--- config.mk ---
export PLATFORM = sky130hd
export DESIGN_NAME = oc_add3
export DESIGN_NICKNAME = d
export VERILOG_FILES = /design/src/rtl/oc_add_pkg.sv /design/src/rtl/oc_bin_add.sv /design/src/rtl/oc_pair_add.sv /design/src/rtl/oc_add3.sv
export SDC_FILE = /design/constraint.sdc
export NUM_CORES = 1
export LEC_CHECK = 0
export ABC_AREA = 0
export BUFFER_PORTS_ARGS = -buffer_cell sky130_fd_sc_hd__clkbuf_2
export CORE_MARGIN = 1.5
export CORE_UTILIZATION = 60
export DETAILED_ROUTE_END_ITERATION = 7
export GPL_TIMING_DRIVEN = 0
export HOLD_SLACK_MARGIN = 0.03
export PLACE_DENSITY = 0.95
export SYNTH_ARGS = -nofsm -noshare
export SYNTH_HDL_FRONTEND = slang
export SYNTH_SLANG_ARGS = --single-unit
--- constraint.sdc ---
create_clock -name clk -period 6.69 [get_ports clk]
set_input_delay 0.669 -clock clk [delete_from_list [all_inputs] [get_ports clk]]
set_output_delay 0.669 -clock clk [all_outputs]
set_load 0.05 [all_outputs]
--- src/rtl/oc_add_pkg.sv ---
package oc_add_pkg;

  // Signed overflow of a two-operand addition: the operand signs agree and
  // the sign of the result differs from them.
  function automatic logic sign_flip(input logic sx, input logic sy, input logic sr);
    return (sx == sy) && (sr != sx);
  endfunction

endpackage

--- src/rtl/oc_bin_add.sv ---
module oc_bin_add #(
  parameter int W = 16
) (
  input  logic [W-1:0] x,
  input  logic [W-1:0] y,
  input  logic         ci,
  output logic [W-1:0] s,
  output logic         co
);

  localparam int XW = W + 1;

  logic [XW-1:0] full;

  assign full = {1'b0, x} + {1'b0, y} + {{W{1'b0}}, ci};
  assign s    = full[W-1:0];
  assign co   = full[XW-1];

endmodule

--- src/rtl/oc_pair_add.sv ---
module oc_pair_add #(
  parameter int W = 16
) (
  input  logic [W-1:0] x,
  input  logic [W-1:0] y,
  output logic [W-1:0] s,
  output logic         ovf
);
  import oc_add_pkg::*;

  localparam int NCAND = 2;

  logic [W-1:0] cand_s [NCAND];
  logic         cand_c [NCAND];

  // Two binary adders, carry-in tied to 0 and to 1: no loop back from the MSB.
  for (genvar k = 0; k < NCAND; k++) begin : g_cand
    oc_bin_add #(.W(W)) u_add (
      .x  (x),
      .y  (y),
      .ci (k[0]),
      .s  (cand_s[k]),
      .co (cand_c[k])
    );
  end

  // A carry out of x+y+0 means the end-around carry is 1.
  assign s   = cand_c[0] ? cand_s[1] : cand_s[0];
  assign ovf = sign_flip(x[W-1], y[W-1], s[W-1]);

  always_comb begin

    if (cand_c[0]) begin
      c0_implies_c1_chk: assert (cand_c[1]);
    end

    if (!cand_c[0] && cand_c[1]) begin
      ripple_all_ones_chk: assert (&cand_s[0]);
    end
  end

endmodule

--- src/rtl/oc_add3.sv ---
module oc_add3 #(
  parameter int WIDTH   = 16,
  parameter bit OUT_REG = 1'b1
) (
  input  logic             clk,
  input  logic             rst,
  input  logic [WIDTH-1:0] a_i,
  input  logic [WIDTH-1:0] b_i,
  input  logic             cin_i,
  output logic [WIDTH-1:0] sum_o,
  output logic             ovf_o
);

  localparam int UPPER = WIDTH - 1;

  logic [WIDTH-1:0] part_s;
  logic             part_ovf;
  logic [WIDTH-1:0] cin_word;
  logic [WIDTH-1:0] fin_s;
  logic             fin_ovf;
  logic             any_ovf;

  // Stage one: a + b with end-around carry.
  oc_pair_add #(.W(WIDTH)) u_stage_ab (
    .x   (a_i),
    .y   (b_i),
    .s   (part_s),
    .ovf (part_ovf)
  );

  // Stage two: full width, because the carry bit can ripple across the word.
  assign cin_word = {{UPPER{1'b0}}, cin_i};

  oc_pair_add #(.W(WIDTH)) u_stage_cin (
    .x   (part_s),
    .y   (cin_word),
    .s   (fin_s),
    .ovf (fin_ovf)
  );

  assign any_ovf = part_ovf | fin_ovf;

  if (OUT_REG) begin : g_reg
    always_ff @(posedge clk) begin
      if (rst) begin
        sum_o <= '0;
        ovf_o <= 1'b0;
      end else begin
        sum_o <= fin_s;
        ovf_o <= any_ovf;
      end
    end


    neg_zero_reg_chk: assert property (@(posedge clk) disable iff (rst)
      (!cin_i && (b_i == ~a_i)) |=> (sum_o == '1));

    mixed_sign_reg_chk: assert property (@(posedge clk) disable iff (rst)
      (!cin_i && (a_i[UPPER] != b_i[UPPER])) |=> !ovf_o);

    pos_one_reg_chk: assert property (@(posedge clk) disable iff (rst)
      (cin_i && (a_i == '0) && (b_i == '0)) |=> (sum_o == {{UPPER{1'b0}}, 1'b1}));

    reset_clear_chk: assert property (@(posedge clk)
      rst |=> ((sum_o == '0) && !ovf_o));
  end else begin : g_comb
    assign sum_o = fin_s;
    assign ovf_o = any_ovf;


    neg_zero_comb_chk: assert property (@(posedge clk) disable iff (rst)
      (!cin_i && (b_i == ~a_i)) |-> (sum_o == '1));

    mixed_sign_comb_chk: assert property (@(posedge clk) disable iff (rst)
      (!cin_i && (a_i[UPPER] != b_i[UPPER])) |-> !ovf_o);

    pos_one_comb_chk: assert property (@(posedge clk) disable iff (rst)
      (cin_i && (a_i == '0) && (b_i == '0)) |-> (sum_o == {{UPPER{1'b0}}, 1'b1}));
  end

endmodule

Yosys cells after proc, flatten, opt, wreduce, memory -nomap -nowiden
Cells that the tools add are included.
{"block": "totals", "ram_bits": 0, "word_cells": 15, "output_inout_bits": 17, "rom_bits": 0, "mem_count": 0, "ff_bits": 17, "latchBits": 0, "input_bits": 35}
{"block": "classes", "n_addsub": 4, "mux": 2, "order_cmp": 0, "n_mul": 0, "shifts": 0, "reduce_logical": 2, "n_eq_ne": 3, "bitwise_logic": 2, "div": 0}
{"op": "16-bit by 1-bit adder with 16-bit output, second input constant", "count": 2}
{"op": "16-bit two-way mux", "count": 2}
{"op": "16-bit by 1-bit adder with 17-bit output", "count": 1}
{"op": "16-bit by 16-bit adder with 17-bit output", "count": 1}
{"op": "1-bit logical AND", "count": 2}
{"op": "1-bit != test", "count": 2}
{"op": "1-bit == test", "count": 1}
{"op": "1-bit inverter", "count": 1}
{"op": "1-bit bitwise OR", "count": 1}

Depth between registers and ports, before layout
{"block": "logic_depth", "depth_word": 9, "ltp_mapped": 16, "depth_no_buf": 15}

Modules after synthesis
From an unflattened synthesis, not the netlist that was laid out.
{"block": "unflattened", "hier_cells": 449, "area_unflattened_um2": 3882.5}
{"module": "oc_bin_add at u_stage_ab.g_cand[0].u_add ...", "area_per_inst_um2": 733.2, "cells_per_inst": 89, "n_inst": 3, "seq_area_each_um2": 0.0}
{"module": "oc_bin_add at u_stage_cin.g_cand[1].u_add", "area_per_inst_um2": 750.7, "cells_per_inst": 100, "n_inst": 1, "seq_area_each_um2": 0.0}
{"module": "oc_add3", "area_per_inst_um2": 471.7, "cells_per_inst": 36, "n_inst": 1, "seq_area_each_um2": 340.3}
{"module": "oc_pair_add", "area_per_inst_um2": 230.2, "cells_per_inst": 23, "n_inst": 2, "seq_area_each_um2": 0.0}

Least setup slack after synthesis
Ideal clock, no wire load.
{"block": "synth_path", "path_kind": "input to register", "from": "in a_i[0]", "to": "reg sum_o[12]", "arrival_time_ps": 4172, "setup_time_ps": 121, "stages": 15, "slack_ps": 2398, "required_time_ps": 6569, "path_buffers": 2, "path_cell_list": "ha_1 fa_1 a211oi_4 o211a_2 o211ai_1 nand2_1 clkbuf_1 xnor2_1 ha_1 ha_1 and4_1 clkbuf_1 o2111ai_2 a21oi_1 mux2_2"}
{"block": "synth_between", "elab_chain_cells": 6}
{"element": "start: declaration", "line_no": "oc_add3.sv:7", "rtl": "input logic [WIDTH-1:0] a_i,"}
{"element": "16-bit by 16-bit adder with 17-bit output *", "line_no": "oc_bin_add.sv:15", "rtl": "assign full = {1'b0, x} + {1'b0, y} + {{W{1'b0}}, ci};"}
{"element": "16-bit by 1-bit adder with 16-bit output", "line_no": "oc_bin_add.sv:15"}
{"element": "16-bit two-way mux *", "line_no": "oc_pair_add.sv:28", "rtl": "assign s = cand_c[0] ? cand_s[1] : cand_s[0];"}
{"element": "16-bit by 1-bit adder with 17-bit output *", "line_no": "oc_bin_add.sv:15"}
{"element": "16-bit by 1-bit adder with 16-bit output", "line_no": "oc_bin_add.sv:15"}
{"element": "16-bit two-way mux *", "line_no": "oc_pair_add.sv:28"}
{"element": "end signal: assignment", "line_no": "oc_add3.sv:49", "rtl": "sum_o <= fin_s;"}
{"element": "end: declaration", "line_no": "oc_add3.sv:10", "rtl": "output logic [WIDTH-1:0] sum_o,"}
Every way passes the cells marked *; elsewhere a longest branch is shown, timed or not.
A chain may end at the register's enable or synchronous reset.

Worst setup path after layout
Ends and elaborated chain as after synthesis.

==> flow_metrics.py <==
metrics = {
    "detailed_routing": {
        "drt_iter0_drc": 147,
        "ant_nets": 0,
        "totalWireLength_um": 5925,
        "avgViaCountPerCell": 6.447,
        "drt-wirelength-per-cell_um": 15.04,
        "drc": 0,
        "drt_pass1_iterations": 4,
        "vias": 2540,
    },
    "power_and_ir_drop": {
        "max-vdd-ir-drop_v": 0.00007541,
        "power.density_nw_per_um2": 203.9,
        "p_total_uw": 551.8,
        "leakage_nw": 1.125,
    },
    "finish": {
        "syn2layout_area_growth_pct": 15.18,
        "diodes": 0,
        "drive_gt1_share_pct": 23.12,
        "mostFrequentLayoutCell": "clkbuf_2",
        "num-fill-cells": 301,
        "final_cell_mix": "clkbuf_2, nor2_1, xnor2_1",
        "layout.nets": 403,
    },
    "floorplanning": {
        "io_pins": 52,
        "start_util_pct": 63.23,
        "die_w_um": 65.58,
        "core_area_um2": 3716,
        "die_h_um": 65.58,
        "std_cell_rows": 22,
        "dieArea_um2": 4301,
    },
    "setup_path": {
        "cp-end-kind": "flip-flop",
        "cp_max_fo": 10,
        "worstPathRequired_ps": 6830,
        "path_class": "in2reg",
        "cp.arrival_ps": 4940,
        "worst_setup_path_start_kind": "primary input",
    },
    "logic_synthesis": {
        "syn-num-nets": 348,
        "postSynthAreaPerCell_um2": 8.047,
        "async_flop_share_pct": 0,
        "yosys_warnings": 0,
        "synthDistinctLibCells": 73,
        "synth_edf_count": 0,
        "yosysTopAreaCell": "dfxtp_1",
        "synthTopCellsByArea": "dfxtp_1, ha_1, xnor2_1",
        "synthesis.area_um2": 2350,
        "synth-seq-area-share_pct": 14.48,
        "synthCells": 292,
        "synth_top_area_share_pct": 14.48,
        "synthFlopType": "dfxtp_1",
        "ys_ff_latch": 17,
    },
    "timing": {
        "post-route-period-util_pct": 71.72,
        "setup_viol": 0,
        "period_minus_slack_ps": 4798,
        "drv_slew": 0,
        "rsz0062_at_grt": "no",
        "hold_viol_final": 0,
        "worstMarginPinSlew_ps": 737.5,
        "setup_tns_ps": 0,
        "maxSlewHeadroom_pct": 50.48,
        "fmax_mhz": 208.4,
        "whs_ps": 723.0,
    },
    "outcome": {
        "status": "finished, final reports clean",
    },
    "clocking": {
        "clockRootBuffer": "clkbuf_8",
        "cts_buffer_depth": 2,
        "numCtsBuffers": 3,
        "ctsResizeCount": 0,
        "cts_tree": "done",
        "clock-sinks": 17,
        "ctsHoldBuffers": 0,
        "htreeDepth": 1,
        "clk_pin_slew_ps": 60,
        "postCtsSetupBuffers": 0,
    },
    "placed_design": {
        "gp_congestion": 0.8881,
        "port_buffers": 50,
        "place_hpwl_um": 4831,
    },
    "job": {
        "drv_cap": 0,
    },
    "grt": {
        "grt_pass1_wl_um": 9915,
        "grt.overflow.total": 0,
        "grt_pass1_vias": 2281,
        "track_usage_pct": 28.75,
        "grt_max_degree": 11,
        "antenna_found_initial": 0,
    },
    "worst_hold_path": {
        "hold_class": "in2reg",
    },
}
## flip-flops by register name (all words and copies together), names as in the netlist
name and count:
ovf_o 1, sum_o 16
## cell usage after synthesis (3+ instances only)
library cell  number
nor2_1            26
xnor2_1           22
ha_1              20
nand2_1           20
a21oi_1           19
dfxtp_1           17
nand3_1           12
o21ai_0           12
o211ai_1          11
nor3_1             8
and3_1             7
xor2_1             7
a31oi_1            6
clkbuf_1           6
a21o_1             5
a211oi_1           4
nand4_1            4
o211a_1            4
or3_1              4
and4_1             3
buf_2              3
inv_1              3
nor4_1             3
o31ai_1            3
or2_2              3
or4_1              3
## worst max-delay path, stage by stage
cell and delay (ps):
clkbuf_2 90, ha_1 230, fa_1 450, a211oi_4 480, o211a_2 300, o211ai_1 200, nand2_1 200, clkbuf_1 410
xnor2_1 180, ha_1 220, ha_1 270, and4_1 200, clkbuf_1 210, o2111ai_2 220, a21oi_1 240, mux2_2 370
## final timing paths
check	start	to	slack, ps	cells after the start
max	a_i[0]	sum_o[12]$_SDFF_PP0_	1890	16
min	a_i[15]	ovf_o$_SDFF_PP0_	720	3
## where the power goes
| part | switching, mW | internal, mW |
|---|---|---|
| clock | 0.0345 | 0.0414 |
| sequential | 0.00377 | 0.117 |
| combinational | 0.232 | 0.122 |
## metrics by stage
step / utilization (%) / setup WS, ps / std cells / cell area [um^2]
detailed placement: 71.58 / 1704 / 390 / 2660
global placement: 71.58 / 1793 / 390 / 2660
global route: 72.83 / 1691 / 394 / 2706
finish: 72.83 / 1892 / 394 / 2706
CTS: 72.83 / 1958 / 394 / 2706
floorplan: - / 2398 / 292 / 2350
## area by class of cell
cell class              instances  area (um^2)  share of cell area [%]
multi-input cells             262         1957                   72.31
clock inverters                 1        5.005                  0.1849
inverters                       3        11.26                  0.4161
clock buffers                   3        41.29                   1.526
well taps                      48        60.06                   2.219
flip-flops and latches         17        340.3                   12.58
repair buffers                 50        250.2                   9.246
plain buffers                  10        41.29                   1.526
## layer usage
metal / wire length, um / vias to the layer above / global-route usage (%)
met5: 0 / - / 0
met4: 108 / 0 / 11.46
met3: 273 / 11 / 1.884
met2: 3024 / 99 / 52.30
met1: 2519 / 1178 / 34.93
li1: - / 1252 / -
## cell families (layout without fill, tap and decap cells)
logic type,count (synthesis),after routing,synth area share [%]
and+or+nand+nor,107,107,24.60
muxes,2,2,0.9052
AOI/OAI and AO/OA,101,101,33.49
buffers and inverters,13,67,2.236
DFF,17,17,14.48
xor gates and xnor gates,31,31,12.78
adders and majority gates,21,21,11.50
Power figures use the tool's default switching activity.
